$ cat src/rtl/spec_rob.sv
module spec_rob #(
  parameter int DEPTH  = 8,
  parameter int DATA_W = 32,
  parameter int REG_W  = 5,
  localparam int IDX_W = $clog2(DEPTH),
  localparam int PTR_W = IDX_W + 1
) (
  input  logic              clk,
  input  logic              rst_n,
  input  logic              alloc_req,
  input  logic [1:0]        alloc_kind,
  input  logic [REG_W-1:0]  alloc_dest,
  output logic              alloc_ok,
  output logic [IDX_W-1:0]  alloc_tag,
  input  logic              done_valid,
  input  logic [IDX_W-1:0]  done_tag,
  input  logic [DATA_W-1:0] done_value,
  input  logic              done_exc,
  input  logic              done_mispred,
  input  logic [IDX_W-1:0]  peek_tag,
  output logic              peek_ready,
  output logic [DATA_W-1:0] peek_value,
  input  logic              squash,
  output logic              rf_we,
  output logic [REG_W-1:0]  rf_waddr,
  output logic [DATA_W-1:0] rf_wdata,
  output logic              st_release,
  output logic [IDX_W-1:0]  st_tag,
  output logic              redirect,
  output logic [DATA_W-1:0] redirect_pc,
  output logic              exc_out,
  output logic [IDX_W-1:0]  exc_tag
);
  localparam logic [1:0] KIND_REG = 2'd0;
  localparam logic [1:0] KIND_ST  = 2'd1;
  localparam logic [1:0] KIND_BR  = 2'd2;

  logic [PTR_W-1:0]  head_q, tail_q;
  logic [DEPTH-1:0]  vld_q, rdy_q, exc_q, mis_q;
  logic [1:0]        kind_q [DEPTH];
  logic [REG_W-1:0]  dst_q  [DEPTH];
  logic [DATA_W-1:0] val_q  [DEPTH];

  wire [IDX_W-1:0] hidx  = head_q[IDX_W-1:0];
  wire [IDX_W-1:0] tidx  = tail_q[IDX_W-1:0];
  wire [PTR_W-1:0] used  = tail_q - head_q;
  wire             full  = (used == PTR_W'(DEPTH));
  wire             empty = (head_q == tail_q);

  wire head_go  = vld_q[hidx] & rdy_q[hidx] & ~squash;
  wire head_exc = exc_q[hidx];
  wire kill_exc = head_go & head_exc;
  wire kill_br  = head_go & ~head_exc & mis_q[hidx] & (kind_q[hidx] == KIND_BR);
  wire kill     = squash | kill_exc | kill_br;
  wire take     = alloc_req & alloc_ok;
  wire done_hit = done_valid & vld_q[done_tag];

  assign alloc_ok    = ~full & ~kill;
  assign alloc_tag   = tidx;
  assign peek_ready  = vld_q[peek_tag] & rdy_q[peek_tag];
  assign peek_value  = val_q[peek_tag];
  assign rf_we       = head_go & ~head_exc & (kind_q[hidx] == KIND_REG);
  assign rf_waddr    = dst_q[hidx];
  assign rf_wdata    = val_q[hidx];
  assign st_release  = head_go & ~head_exc & (kind_q[hidx] == KIND_ST);
  assign st_tag      = hidx;
  assign redirect    = kill_br;
  assign redirect_pc = val_q[hidx];
  assign exc_out     = kill_exc;
  assign exc_tag     = hidx;

  always_ff @(posedge clk) begin
    if (!rst_n) begin
      head_q <= '0;
      tail_q <= '0;
      vld_q  <= '0;
    end else if (kill) begin
      vld_q <= '0;
      if (head_go) begin
        head_q <= head_q + PTR_W'(1);
        tail_q <= head_q + PTR_W'(1);
      end else begin
        tail_q <= head_q;
      end
    end else begin
      if (take) begin
        vld_q[tidx] <= 1'b1;
        tail_q      <= tail_q + PTR_W'(1);
      end
      if (head_go) begin
        vld_q[hidx] <= 1'b0;
        head_q      <= head_q + PTR_W'(1);
      end
    end
  end

  always_ff @(posedge clk) begin
    if (take) begin
      kind_q[tidx] <= alloc_kind;
      dst_q[tidx]  <= alloc_dest;
      rdy_q[tidx]  <= 1'b0;
      exc_q[tidx]  <= 1'b0;
      mis_q[tidx]  <= 1'b0;
    end
    if (done_hit) begin
      val_q[done_tag] <= done_value;
      rdy_q[done_tag] <= 1'b1;
      exc_q[done_tag] <= done_exc;
      mis_q[done_tag] <= done_mispred;
    end
  end

  assert_occupancy_R1: assert property (@(posedge clk) disable iff (!rst_n)
    used <= PTR_W'(DEPTH));

  assert_alloc_live_R1: assert property (@(posedge clk) disable iff (!rst_n)
    (alloc_req && alloc_ok) |=> vld_q[$past(alloc_tag)]);

  assert_single_action_R3: assert property (@(posedge clk) disable iff (!rst_n)
    $onehot0({rf_we, st_release, redirect, exc_out}));

  assert_exc_drains_R7: assert property (@(posedge clk) disable iff (!rst_n)
    exc_out |=> empty);

  assert_redirect_drains_R8: assert property (@(posedge clk) disable iff (!rst_n)
    redirect |=> empty);

  assert_squash_drains_R9: assert property (@(posedge clk) disable iff (!rst_n)
    squash |=> (empty && vld_q == '0));
endmodule

$ cat config.mk
export PLATFORM = sky130hd
export DESIGN_NAME = spec_rob
export DESIGN_NICKNAME = d
export VERILOG_FILES = /design/src/rtl/spec_rob.sv
export SDC_FILE = /design/constraint.sdc
export NUM_CORES = 1
export LEC_CHECK = 0
export ABC_AREA = 1
export BUFFER_PORTS_ARGS = -buffer_cell sky130_fd_sc_hd__buf_2
export CAP_MARGIN = 25
export CORE_UTILIZATION = 45
export DETAILED_ROUTE_END_ITERATION = 8
export GPL_TIMING_DRIVEN = 1
export PLACE_DENSITY = 0.73
export SKIP_CTS_REPAIR_TIMING = 1
export SLEW_MARGIN = 0
export SYNTH_ARGS = -nofsm -noshare
export SYNTH_HDL_FRONTEND = slang
export SYNTH_SLANG_ARGS = --single-unit
$ cat constraint.sdc
create_clock -name clk -period 2.1 [get_ports clk]
set_input_delay 0.21 -clock clk [delete_from_list [all_inputs] [get_ports clk]]
set_output_delay 0.21 -clock clk [all_outputs]
set_load 0.005 [all_outputs]
==> run metrics <==
number of global-route vias before repair 13000; Synth async-reset ratio 0; grt ovf 0; CTS tree done; Slew headroom 0.618; first-pass GRT wire length 71600 um; FF+latch count, synth 352; 1st-pass router iterations 6; Crit Reg-Reg Startpoint head_q[2]; synthesized instance count 1675; Layout Utilization 0.580; DRC 0; Final HPWL DP 31200 um; Syn-to-layout area delta 26.4%; Non-Filler Instances 2440; Reg clk slew, reported paths 60 ps; syn_nets 1732; nets 1997; largest cells by area after synthesis edfxtp_1 56%, nand2_1 6.2%, o211ai_1 6.0%; number of buffers added on ports 167; Synth top cells by count 312 x edfxtp_1, 278 x nand2_1, 186 x o21ai_0; final setup TNS -38800 ps; Iteration-0 DRC Markers 1423; via count 14200; die width 195 um; area of placed instances 18800 sq um; final setup fails 166; CORE AREA 36700 sq um; CP Data Arrival Time 2290 ps; Post-Route WL 51300 um; I/O Pins 168; Seq/Total Area, Yosys 0.604; Hold Crit Class primary input to flip-flop; Setup crit start head_q[0]; Die Ht 195 um; final hold viol count 13; fin. max-slew vios 0; top cell type by total area after synthesis edfxtp_1; FMAX 400 MHz; drt via density 5.82; initial antenna violation count 3; design area 21300 sq um; routability cong. 0.931; Yosys cell types 37; Req. time, crit path 1890 ps; GRT Util Overall 0.244; Final Skew 20.8 ps; Leak 7.79 nW; WL/cell 21.0 um; DP Worst Slack -181 ps; Ys Warns 0; CP Capture Type primary output; ys flop type edfxtp_1; CP Launch Type flip-flop; row count 70; final cycle utilization of the critical path 1.19; status finished, violations left; pwr dens 718 nW/um^2; Pwr Total 15.3 mW; CTS Buf Count 39; post-route ant nets 0; most frequent cell after synthesis edfxtp_1; DIE AREA 38200 sq um; fraction of layout cells with a size suffix above 1 0.239; minimum clock period 2500 ps; Worst-Margin Slew 573 ps; Initial Utilization 0.459; root buf cell clkbuf_16; H-Tree Depth 2; RSZ-0062 raised after global routing yes; Clk Latency, worst-skew pair 540 ps; hold_ws -24.2 ps; largest net degree at the start of global routing 172; EDFF count, synth 312; maxcap violations 0; failing checks hold timing, setup timing; total clock sinks 352; Synth Area per Inst 10.0 sq um; Max VDD drop 0.671 mV; Longest Clk Path Bufs 3; Crit Path Max Fanout 7; post-synth top area share 0.557; HP Start done_value[13]; PnR worst setup slack -398 ps; Post-Place Cells 2284; cell area after synthesis 16800 sq um; critical setup path kind flip-flop to primary output
==> metal layers <==
layer,routed length (um),global-route usage
met4,2070,0.120
met5,0,0
met3,5160,0.0459
met2,24600,0.403
met1,19500,0.308
==> logic make-up after synthesis <==
family                     count (synthesis)  synth area share
DFF                                      352             0.604
and+or+nand+nor                          472             0.117
xor gates and xnor gates                   7           0.00364
buffers and inverters                    323            0.0834
adders and majority gates                  5           0.00372
AOI/OAI and AO/OA                        516             0.188
==> cell usage in the layout, fill, tap and decap left out, drive strengths merged <==
| cell type | count |
|---|---|
| o311ai | 4 |
| o21a | 10 |
| nand4 | 1 |
| buf | 333 |
| a221oi | 1 |
| or2 | 2 |
| xor2 | 2 |
| edfxtp | 312 |
| nand3b | 4 |
| a211oi | 1 |
| xnor2 | 5 |
| o211ai | 134 |
| o2111ai | 36 |
| nand2 | 279 |
| diode | 3 |
| ha | 5 |
| clkbuf | 55 |
| clkinv | 15 |
| o21ai | 217 |
| clkinvlp | 10 |
| a31oi | 33 |
| nor3 | 3 |
| dfxtp | 40 |
| bufinv | 1 |
| nor2 | 133 |
| o21bai | 1 |
| o22ai | 4 |
| a21oi | 75 |
| nand3 | 50 |
| inv | 167 |
| dlygate4sd3 | 36 |
==> final timing paths <==
path                                endpoint  slack (ps)  cells past startpoint
worst max-delay path                alloc_ok        -400                     12
worst max register to register   dst_q[3][2]        -370                     15
worst min register to register      mis_q[0]         470                      2
worst min-delay path            val_q[2][13]         -20                      1
==> state kept, by name, summed over array words and instances, names as in the netlist <==
signal and cells:
val_q 256, dst_q 40, kind_q 16, exc_q 8, mis_q 8, rdy_q 8
vld_q 8, head_q 4, tail_q 4
==> power by group <==
| part | leakage, nW | switching [mW] | internal (mW) | total, mW |
|---|---|---|---|---|
| Combinational | 4.08 | 0.678 | 0.434 | 1.11 |
| Sequential | 3.13 | 0.0440 | 7.69 | 7.73 |
| Clock | 0.575 | 2.73 | 3.69 | 6.42 |
==> worst max-delay path, cell delays in order (launching register included) <==
cell and delay [ps]:
dfxtp_4 390, buf_4 170, nor2_2 140, nor2_1 60, o21ai_1 90, nand2_1 110
nor2_4 140, buf_6 120, inv_4 30, a21oi_4 170, nand2_4 80, nor2_4 120
buf_2 120
==> area by class of cell <==
| class | count | area [sq um] |
|---|---|---|
| Tap cell | 468 | 586 |
| Multi-Input combinational cell | 1000 | 5480 |
| Timing Repair Buffer | 374 | 3130 |
| Clock inverter | 20 | 125 |
| Inverter | 173 | 692 |
| Fill cell | 2917 | 15400 |
| Clock buffer | 50 | 1060 |
| Antenna cell | 3 | 7.51 |
| Sequential cell | 352 | 10200 |
No activity file was read; power rests on OpenSTA's default activity.
